$ cat config.mk
export PLATFORM = sky130hd
export DESIGN_NAME = hp_rdi_unit
export DESIGN_NICKNAME = d
export VERILOG_FILES = /design/src/rtl/hp_rdi_pkg.sv /design/src/rtl/rdi_decode.sv /design/src/rtl/rdi_persist.sv /design/src/rtl/rdi_encode.sv /design/src/rtl/hp_rdi_unit.sv
export SDC_FILE = /design/constraint.sdc
export NUM_CORES = 1
export LEC_CHECK = 0
export ABC_AREA = 1
export BUFFER_PORTS_ARGS = -buffer_cell sky130_fd_sc_hd__buf_2
export CORE_MARGIN = 4
export CORE_UTILIZATION = 46
export DETAILED_ROUTE_END_ITERATION = 12
export MAX_ROUTING_LAYER = met4
export PLACE_DENSITY_LB_ADDON = 0.15
export RECOVER_POWER = 50
export SYNTH_ARGS = -nofsm -noshare
export SYNTH_HDL_FRONTEND = slang
export SYNTH_SLANG_ARGS = --single-unit
$ cat constraint.sdc
create_clock -name clk -period 1.7 [get_ports clk]
set_input_delay 0.17 -clock clk [delete_from_list [all_inputs] [get_ports clk]]
set_output_delay 0.17 -clock clk [all_outputs]
set_load 0.01 [all_outputs]
$ cat src/rtl/hp_rdi_pkg.sv
package hp_rdi_pkg;

  localparam int RDI_W = 3;

  typedef enum logic [1:0] {
    DEF_NONE    = 2'd0,
    DEF_PAYLOAD = 2'd1,
    DEF_SERVER  = 2'd2,
    DEF_CONNECT = 2'd3
  } defect_e;

  typedef enum logic [1:0] {
    TXM_PLAIN_A = 2'd0,
    TXM_PLAIN_B = 2'd1,
    TXM_ENH     = 2'd2,
    TXM_RSVD    = 2'd3
  } tx_mode_e;

  localparam logic [RDI_W-1:0] ENH_PAYLOAD = 3'b010;
  localparam logic [RDI_W-1:0] ENH_SERVER  = 3'b101;
  localparam logic [RDI_W-1:0] ENH_CONNECT = 3'b110;
  localparam logic [RDI_W-1:0] ENH_CLEAR   = 3'b001;
  localparam logic [RDI_W-1:0] PLA_SET     = 3'b100;
  localparam logic [RDI_W-1:0] PLA_CLEAR   = 3'b000;
  localparam logic [RDI_W-1:0] PLB_SET     = 3'b111;
  localparam logic [RDI_W-1:0] PLB_CLEAR   = 3'b011;

  localparam logic [1:0] SLM_AS_CONNECT = 2'd2;
  localparam logic [1:0] SLM_AS_PAYLOAD = 2'd3;

endpackage

$ cat src/rtl/rdi_decode.sv
module rdi_decode
  import hp_rdi_pkg::*;
(
  input  logic [RDI_W-1:0] code,
  input  logic             enhanced,
  output defect_e          kind
);

  always_comb begin
    kind = DEF_NONE;
    if (enhanced) begin
      case (code)
        ENH_PAYLOAD: kind = DEF_PAYLOAD;
        ENH_SERVER:  kind = DEF_SERVER;
        ENH_CONNECT: kind = DEF_CONNECT;
        default:     kind = DEF_NONE;
      endcase
    end else if (code[RDI_W-1]) begin
      kind = DEF_SERVER;
    end
  end

endmodule

$ cat src/rtl/rdi_persist.sv
module rdi_persist
  import hp_rdi_pkg::*;
#(
  parameter int DEPTH0 = 3,
  parameter int DEPTH1 = 5,
  parameter int DEPTH2 = 10,
  parameter int DEPTH3 = 16,
  parameter int CNT_W  = 5
)(
  input  logic             clk,
  input  logic             rst_n,
  input  logic             frame_vld,
  input  logic [RDI_W-1:0] code,
  input  logic [1:0]       depth_sel,
  output logic [RDI_W-1:0] accepted
);

  logic [CNT_W-1:0] need;
  logic [CNT_W-1:0] run_q, run_inc, run_next;
  logic [RDI_W-1:0] last_q, acc_q;

  always_comb begin
    case (depth_sel)
      2'd0:    need = CNT_W'(DEPTH0);
      2'd1:    need = CNT_W'(DEPTH1);
      2'd2:    need = CNT_W'(DEPTH2);
      default: need = CNT_W'(DEPTH3);
    endcase
  end

  always_comb begin
    run_inc  = (run_q >= need) ? need : run_q + CNT_W'(1);
    run_next = (code == last_q) ? run_inc : CNT_W'(1);
  end

  always_ff @(posedge clk or negedge rst_n) begin
    if (!rst_n) begin
      last_q <= '0;
      run_q  <= '0;
      acc_q  <= '0;
    end else if (frame_vld) begin
      last_q <= code;
      run_q  <= run_next;
      if (run_next == need) acc_q <= code;
    end
  end

  assign accepted = acc_q;

  // a differing code restarts the run
  p_change_restarts_r2: assert property (@(posedge clk) disable iff (!rst_n)
    (frame_vld && code != last_q) |=> (run_q == CNT_W'(1)));

  // idle cycles hold the run state
  p_idle_holds_r6: assert property (@(posedge clk) disable iff (!rst_n)
    !frame_vld |=> ($stable(run_q) && $stable(last_q) && $stable(acc_q)));

  // the accepted code only moves on a consumed frame
  p_accept_on_frame_r1: assert property (@(posedge clk) disable iff (!rst_n)
    !$stable(acc_q) |-> $past(frame_vld));

endmodule

$ cat src/rtl/rdi_encode.sv
module rdi_encode
  import hp_rdi_pkg::*;
(
  input  logic       clk,
  input  logic       rst_n,
  input  logic [1:0] mode,
  input  logic [1:0] slm_map,
  input  logic       en_tim,
  input  logic       en_uneq,
  input  logic       en_lcd,
  input  logic       spare,
  input  logic       d_srv,
  input  logic       d_slm,
  input  logic       d_tim,
  input  logic       d_uneq,
  input  logic       d_lcd,
  output logic [3:0] g1_low
);

  logic             pay, con, any;
  logic [RDI_W-1:0] bits;
  logic [3:0]       g1_q;

  always_comb begin
    pay = (en_lcd & d_lcd) | (d_slm & (slm_map == SLM_AS_PAYLOAD));
    con = (en_tim & d_tim) | (en_uneq & d_uneq) | (d_slm & (slm_map == SLM_AS_CONNECT));
    any = pay | con | d_srv;
    case (tx_mode_e'(mode))
      TXM_PLAIN_A: bits = any ? PLA_SET : PLA_CLEAR;
      TXM_PLAIN_B: bits = any ? PLB_SET : PLB_CLEAR;
      default: begin
        if (d_srv)    bits = ENH_SERVER;
        else if (con) bits = ENH_CONNECT;
        else if (pay) bits = ENH_PAYLOAD;
        else          bits = ENH_CLEAR;
      end
    endcase
  end

  always_ff @(posedge clk or negedge rst_n) begin
    if (!rst_n) g1_q <= '0;
    else        g1_q <= {bits, spare};
  end

  assign g1_low = g1_q;

  // plain A never sets the trailing two code bits
  p_plain_a_r7: assert property (@(posedge clk) disable iff (!rst_n)
    (mode == 2'd0) |=> (g1_low[2:1] == 2'b00));

  // plain B always sets the trailing two code bits
  p_plain_b_r8: assert property (@(posedge clk) disable iff (!rst_n)
    (mode == 2'd1) |=> (g1_low[2:1] == 2'b11));

  // server outranks every other class in enhanced coding
  p_server_wins_r9: assert property (@(posedge clk) disable iff (!rst_n)
    (mode[1] && d_srv) |=> (g1_low[3:1] == 3'b101));

endmodule

$ cat src/rtl/hp_rdi_unit.sv
module hp_rdi_unit
  import hp_rdi_pkg::*;
#(
  parameter int DEPTH0 = 3,
  parameter int DEPTH1 = 5,
  parameter int DEPTH2 = 10,
  parameter int DEPTH3 = 16
)(
  input  logic       clk,
  input  logic       rst_n,
  input  logic       g1_valid,
  output logic       g1_ready,
  input  logic [7:0] g1_byte,
  input  logic [1:0] cfg_depth_sel,
  input  logic       cfg_enh_detect,
  input  logic [1:0] cfg_tx_mode,
  input  logic [1:0] cfg_slm_map,
  input  logic       cfg_en_tim,
  input  logic       cfg_en_uneq,
  input  logic       cfg_en_lcd,
  input  logic       cfg_spare,
  input  logic       def_srv,
  input  logic       def_slm,
  input  logic       def_tim,
  input  logic       def_uneq,
  input  logic       def_lcd,
  output logic       rdi_alarm,
  output logic [1:0] rdi_type,
  output logic [3:0] tx_g1_low
);

  localparam int MAX_A = (DEPTH0 > DEPTH1) ? DEPTH0 : DEPTH1;
  localparam int MAX_B = (DEPTH2 > DEPTH3) ? DEPTH2 : DEPTH3;
  localparam int MAX_D = (MAX_A > MAX_B) ? MAX_A : MAX_B;
  localparam int CNT_W = $clog2(MAX_D + 1);

  logic             frame_vld;
  logic [RDI_W-1:0] acc_code;
  defect_e          kind;

  assign g1_ready  = 1'b1;
  assign frame_vld = g1_valid & g1_ready;

  rdi_persist #(
    .DEPTH0(DEPTH0), .DEPTH1(DEPTH1), .DEPTH2(DEPTH2), .DEPTH3(DEPTH3), .CNT_W(CNT_W)
  ) u_persist (
    .clk       (clk),
    .rst_n     (rst_n),
    .frame_vld (frame_vld),
    .code      (g1_byte[3:1]),
    .depth_sel (cfg_depth_sel),
    .accepted  (acc_code)
  );

  rdi_decode u_decode (
    .code     (acc_code),
    .enhanced (cfg_enh_detect),
    .kind     (kind)
  );

  assign rdi_type  = kind;
  assign rdi_alarm = (kind != DEF_NONE);

  rdi_encode u_encode (
    .clk     (clk),
    .rst_n   (rst_n),
    .mode    (cfg_tx_mode),
    .slm_map (cfg_slm_map),
    .en_tim  (cfg_en_tim),
    .en_uneq (cfg_en_uneq),
    .en_lcd  (cfg_en_lcd),
    .spare   (cfg_spare),
    .d_srv   (def_srv),
    .d_slm   (def_slm),
    .d_tim   (def_tim),
    .d_uneq  (def_uneq),
    .d_lcd   (def_lcd),
    .g1_low  (tx_g1_low)
  );

  // with decoding mode steady, a rising alarm needs a consumed frame
  p_alarm_needs_frame_r1: assert property (@(posedge clk) disable iff (!rst_n)
    ($rose(rdi_alarm) && $stable(cfg_enh_detect)) |-> $past(frame_vld));

endmodule

==> results of run 1 <==
==> synthesized netlist by cell type, drive strengths merged <==
cell     n
xor2     3
o31ai    2
ha       6
nand2   64
inv     24
o21ai    6
or2      1
nand4    6
o21a     1
a221oi   1
nor2    14
o211ai   1
conb     1
a21oi    2
nand3   14
xnor2    3
a32o     1
buf      2
dfrtp   15
clkbuf   2
==> kinds of logic after synthesis <==
group | count (synthesis) | share of synthesized area
simple gates | 99 | 0.383
fa+ha+maj | 6 | 0.0647
flops | 15 | 0.324
other cells | 1 | 0.00323
compound gates | 14 | 0.0798
xor+xnor | 6 | 0.0453
buf+inv | 28 | 0.100
==> per-stage QoR <==
step	power [mW]	TNS, ns	hold WS [ns]
finish	1.19	-0.288	0.107
global route	1.30	-0.908	0.118
CTS	1.19	-0.243	0.0997
detailed placement	0.957	-1.43	0.0895
global placement	0.938	-1.16	0.0855
floorplan	0.756	-0.157	-0.126
==> final timing paths <==
kind | start | endpoint | cells after the start
min reg2reg | u_persist.accepted[1] | u_persist.accepted[1] | 2
max reg2reg | u_persist.run_q[4] | u_persist.accepted[0] | 14
max in group asynchronous | rst_n | u_persist.run_q[0] | 2
max | u_persist.run_q[4] | u_persist.accepted[0] | 14
min in group asynchronous | rst_n | u_persist.last_q[2] | 2
min | cfg_tx_mode[1] | u_encode.g1_low[1] | 2
==> sequential cells by signal (all words and copies together) (netlist names) <==
name	cells
u_encode.g1_low	4
u_persist.run_q	5
u_persist.last_q	3
u_persist.accepted	3
==> power by group through the flow <==
stage | combinational [mW] | sequential, mW | clock, mW
finish | 0.550 | 0.440 | 0.199
global route | 0.627 | 0.447 | 0.225
CTS | 0.542 | 0.440 | 0.207
detailed placement | 0.511 | 0.446 | 0
global placement | 0.493 | 0.445 | 0
floorplan | 0.307 | 0.449 | 0
==> timing repair <==
item | in CTS | in global routing
pin swaps | 13 | 9
hold buffers | 2 | 0
resized for setup | 13 | 8
setup endpoints to repair | 5 | 8
cloned | 0 | 0
endpoints found under the hold margin | 16 | 0
buffers inserted | 1 | 0
==> worst reg2reg max path, stage by stage (launching register included) <==
cell	delay (ns)
dfrtp_1	0.43
ha_4	0.31
nand2_2	0.05
nand2_2	0.07
inv_2	0.05
buf_6	0.11
nand4_1	0.14
nand2_2	0.07
nand2_2	0.08
nand2_2	0.05
inv_2	0.05
nand2_2	0.05
nor2_4	0.15
nand3_2	0.08
nand2_1	0.07
==> area by class of cell <==
type / count / area, um^2
multi-input combinational: 126 / 761
timing repair buffer: 55 / 367
fill: 183 / 642
clock inverter: 1 / 5.00
clock buffer: 3 / 22.5
tap: 28 / 35.0
inverter: 24 / 90.1
sequential: 15 / 375
==> routing by layer <==
metal  vias to the layer above  share of wire  global-route usage
li1                        646              -                   -
met1                       588           0.42               0.253
met2                        38           0.51               0.369
met3                         7          0.055              0.0312
met4                         0          0.020              0.0695
met5                         -              0                   -
==> flow_metrics.py, run 1 <==
metrics = {
    "run_status": {
        "status": "finished with violations",
        "failed_checks": "negative setup slack",
    },
    "yosys": {
        "synth_area_um2": 1160,
        "synth_cell_types": 26,
        "ys_seq_elements": 15,
        "synth_fp_nets": 202,
        "synth_area_leaders": "dfrtp_1 (32%), nand2_1 (18%), inv_1 (6.8%)",
        "synth_top_area_cell": "dfrtp_1",
        "syn_inst": 169,
        "syn_area_per_cell_um2": 6.86,
        "synth_warnings": 0,
        "synth_top_area_frac": 0.324,
        "yosysSeqAreaShare": 0.324,
    },
    "worst_setup_path": {
        "cp_cell_sequence": "ha_4, nand2_2, nand2_2, inv_2, buf_6, nand4_1, nand2_2, nand2_2, nand2_2, inv_2, nand2_2, nor2_4, nand3_2, nand2_1",
        "cp_top_family": "simple AND/OR/NAND/NOR gates",
        "worstPathBufferInverterCount": 3,
        "cp_data_arrival_time_ns": 2.02,
        "worst_path_largest_cell_delay_ns": 0.43,
        "critPathMostFrequentCell": "nand2_2",
        "start_kind": "register",
        "crit_path_end_kind": "register",
        "crit_slowest_cell": "dfrtp_1",
        "r2r_slack_ns": -0.1,
        "required_ns": 1.93,
        "path_max_fanout": 3,
        "critical_path_class": "reg2reg",
    },
    "final_layout": {
        "nNetsFinal": 258,
        "fin_util": 0.721,
        "num_antenna_cells": 0,
        "area_growth_pct": 42.7,
        "instances_no_fill": 252,
        "final_cell_mix": "nand2_1 (49), buf_2 (27), buf_4 (22)",
        "design_area_um2": 1660,
        "layout_commonest_cell": "nand2_1",
        "drive_above_1_share": 0.415,
    },
    "sta": {
        "setup_slack_ns": -0.0981,
        "period_minus_slack_ns": 1.80,
        "rsz0062_at_grt": "true",
        "clock-skew-final_ns": 0.000938,
        "tightest_slew_ns": 0.789,
        "slew_headroom": 0.474,
        "fmax_ghz": 0.556,
        "finalSetupViolCount": 3,
        "hold_violations": 0,
        "slew_viol_final": 0,
        "fin_crit_sh": 1.06,
    },
    "cts": {
        "path_clk_slew_ns": 0.09,
        "insertion_delay_ns": 0.28,
        "htreeDepth": 1,
        "clockRootBuffer": "clkbuf_4",
        "clockBufferDepth": 2,
        "cts_buffers": 3,
        "cts_tree": "done",
        "cts_sinks": 15,
    },
    "power": {
        "leakage_nw": 0.896,
        "power.switching_uw": 447,
        "pwr-share-seq": 0.370,
        "p_comb_frac": 0.463,
        "intPower_uw": 743,
        "peakVddDrop_mv": 0.766,
        "power_density_nw_per_um2": 719,
        "clock_power_share": 0.167,
        "p_sw_frac": 0.375,
    },
    "global_routing": {
        "grt.total_usage": 0.213,
        "grt_max_degree": 16,
        "grt_pass1_vias": 1321,
        "antenna_found_initial": 0,
        "grt_pass1_wl_um": 5490,
        "gr-total-overflow": 0,
    },
    "place": {
        "portBuffers": 28,
        "gp_congestion": 0.941,
        "placed_cell_area_um2": 1520,
        "place_inst": 245,
        "place_ws_ns": -0.305,
        "post-dp-hpwl_um": 2440,
    },
    "die": {
        "coreArea_um2": 2300,
        "initial_utilization": 0.505,
        "boundaryPins": 35,
        "num_rows": 17,
        "die_x_um": 58.2,
        "dieArea_um2": 3390,
        "fp.dieH_um": 58.2,
    },
    "flow_run": {
        "drv_cap": 0,
    },
    "routing": {
        "drc_errors": 0,
        "avgViaCountPerCell": 5.08,
        "drt_wl_total_um": 2930,
        "ant_nets": 0,
        "drt_pass1_iterations": 4,
        "post_drt_wl_per_cell_um": 11.6,
        "drt_iter0_drc": 36,
        "vias": 1279,
    },
    "hold_path": {
        "hp-class": "in2reg",
    },
}
Power figures use the tool's default switching activity.
==> run 2: changes to the inputs <==
PLACE_DENSITY = 0.75   (was default)
PLACE_DENSITY_LB_ADDON = default   (was 0.15)
==> run 2 against run 1 <==
The flow still finishes with violations (negative setup slack). Final cell count unchanged. Final area up 2.9%. Register-to-register slack worse by 0.07 ns. Die area unchanged. Sequential power about the same. Critical path type unchanged. Critical endpoint is now u_persist.accepted[1].
==> flow_metrics.py, run 2 (synthesis results as in run 1) <==
metrics = {
    "final_layout": {
        "layout_commonest_cell": "nand2_1",
        "final_cell_mix": "nand2_1 (49), buf_2 (27), buf_4 (20)",
        "fin_util": 0.741,
        "design_area_um2": 1700,
        "regMostFlops": "u_persist.run_q",
        "nNetsFinal": 258,
        "largest_reg_flops": 5,
        "area_growth_pct": 46.8,
        "num_antenna_cells": 0,
        "drive_above_1_share": 0.433,
    },
    "worst_setup_path": {
        "path_max_fanout": 4,
        "critical_path_class": "reg2reg",
        "required_ns": 1.89,
        "reg2reg_from": "u_persist.run_q[4]",
        "start_kind": "register",
        "cp_data_arrival_time_ns": 2.05,
        "critical_path.startpoint": "u_persist.run_q[4]",
        "crit_path_end_kind": "register",
    },
    "sta": {
        "slew_headroom": 0.473,
        "rsz0062_at_grt": "true",
        "worst_hold_slack_ns": 0.121,
        "fin_crit_sh": 1.10,
        "period_minus_slack_ns": 1.86,
        "fmax_ghz": 0.536,
        "finalSetupViolCount": 4,
        "tightest_slew_ns": 0.791,
        "setup_slack_ns": -0.165,
        "clock-skew-final_ns": 0.00841,
        "hold_violations": 0,
        "slew_viol_final": 0,
    },
    "die": {
        "coreArea_um2": 2300,
        "die_x_um": 58.2,
        "fp.dieH_um": 58.2,
        "dieArea_um2": 3390,
        "initial_utilization": 0.505,
        "num_rows": 17,
        "boundaryPins": 35,
    },
    "routing": {
        "post_drt_wl_per_cell_um": 12.6,
        "wl_met3_um": 80,
        "vias": 1265,
        "avgViaCountPerCell": 5.02,
        "drt_pass1_iterations": 4,
        "m1WireLength_um": 1440,
        "wl_met2_um": 1610,
        "drt_iter0_drc": 56,
        "ant_nets": 0,
        "drt_wl_total_um": 3170,
        "highest_layer": "met4",
        "drc_errors": 0,
    },
    "hold_path": {
        "hp-class": "in2reg",
        "min_from": "cfg_tx_mode[1]",
    },
    "run_status": {
        "status": "finished with violations",
        "failed_checks": "negative setup slack",
    },
    "cts": {
        "clockRootBuffer": "clkbuf_4",
        "cts_sinks": 15,
        "path_clk_slew_ns": 0.09,
        "htreeDepth": 1,
        "insertion_delay_ns": 0.28,
        "clockBufferDepth": 2,
        "cts_tree": "done",
        "cts_buffers": 3,
    },
    "power": {
        "power_density_nw_per_um2": 740,
        "p_total_mw": 1.26,
        "peakVddDrop_mv": 0.621,
        "leakage_nw": 0.899,
    },
    "global_routing": {
        "grt_max_degree": 16,
        "gr-total-overflow": 0,
        "grt_pass1_wl_um": 5200,
        "grt.total_usage": 0.201,
        "antenna_found_initial": 0,
        "grt_pass1_vias": 1266,
    },
    "place": {
        "placed_cell_area_um2": 1510,
        "post-dp-hpwl_um": 2450,
        "portBuffers": 28,
        "gp_congestion": 0.939,
    },
    "flow_run": {
        "drv_cap": 0,
    },
}
-- run 2: cell counts in the layout (fill, tap and decap cells not counted) --
No cell type changed its count.
-- run 2: critical path, stage by stage (launching register included) --
cell and delay (ns):
dfrtp_2 0.44, ha_4 0.31, nand2_4 0.06, nor2_2 0.12, nand2_2 0.09, nand4_1 0.18
nand2_2 0.07, nand2_2 0.07, nand3_2 0.06, nor2_1 0.11, nand3_1 0.12, nand2_1 0.09
nand2_1 0.05
-- run 2: timing repair --
item                                    CTS  global route
buffers inserted                          0             3
endpoints found under the setup margin    6             8
hold buffers                              2             0
pin swaps                                 6            13
resized for setup                         9            24
hold endpoints to repair                 16             0
-- run 2: area by class of cell --
type | count | area (um^2)
clock buffers | 3 | 22.5
clock inverters | 1 | 5.00
fillers | 187 | 594
inverters | 24 | 90.1
multi-input cells | 126 | 800
flip-flops and latches | 15 | 377
well taps | 28 | 35.0
repair buffers | 55 | 374
-- run 2: routing by layer --
metal / track usage / vias up
met2: 0.363 / 30
met4: 0.0596 / 0
met5: - / -
met3: 0.0134 / 5
li1: - / 645
met1: 0.238 / 585
-- run 2: path summary, 6_finish.rpt --
path | end | slack, ns | cells after the start
min in group asynchronous | u_persist.last_q[2] | 0.47 | 2
worst max-delay path | u_persist.accepted[1] | -0.16 | 12
worst min register to register | u_persist.accepted[1] | 0.47 | 2
worst min-delay path | u_encode.g1_low[1] | 0.12 | 2
max in group asynchronous | u_persist.run_q[4] | 0.68 | 2
worst max register to register | u_persist.accepted[1] | -0.16 | 12
-- run 2: through the flow --
step | setup TNS (ns) | cells | setup WS [ns]
after floorplan | -0.157 | 169 | -0.0522
after global placement | -1.01 | 244 | -0.216
after detailed placement | -1.46 | 244 | -0.286
after CTS | -0.309 | 250 | -0.115
after global routing | -1.08 | 252 | -0.318
final | -0.492 | 252 | -0.165
-- run 2: where the power goes --
part / internal (mW) / switching, mW
Clock: 0.0874 / 0.112
Sequential: 0.409 / 0.0337
Combinational: 0.282 / 0.336
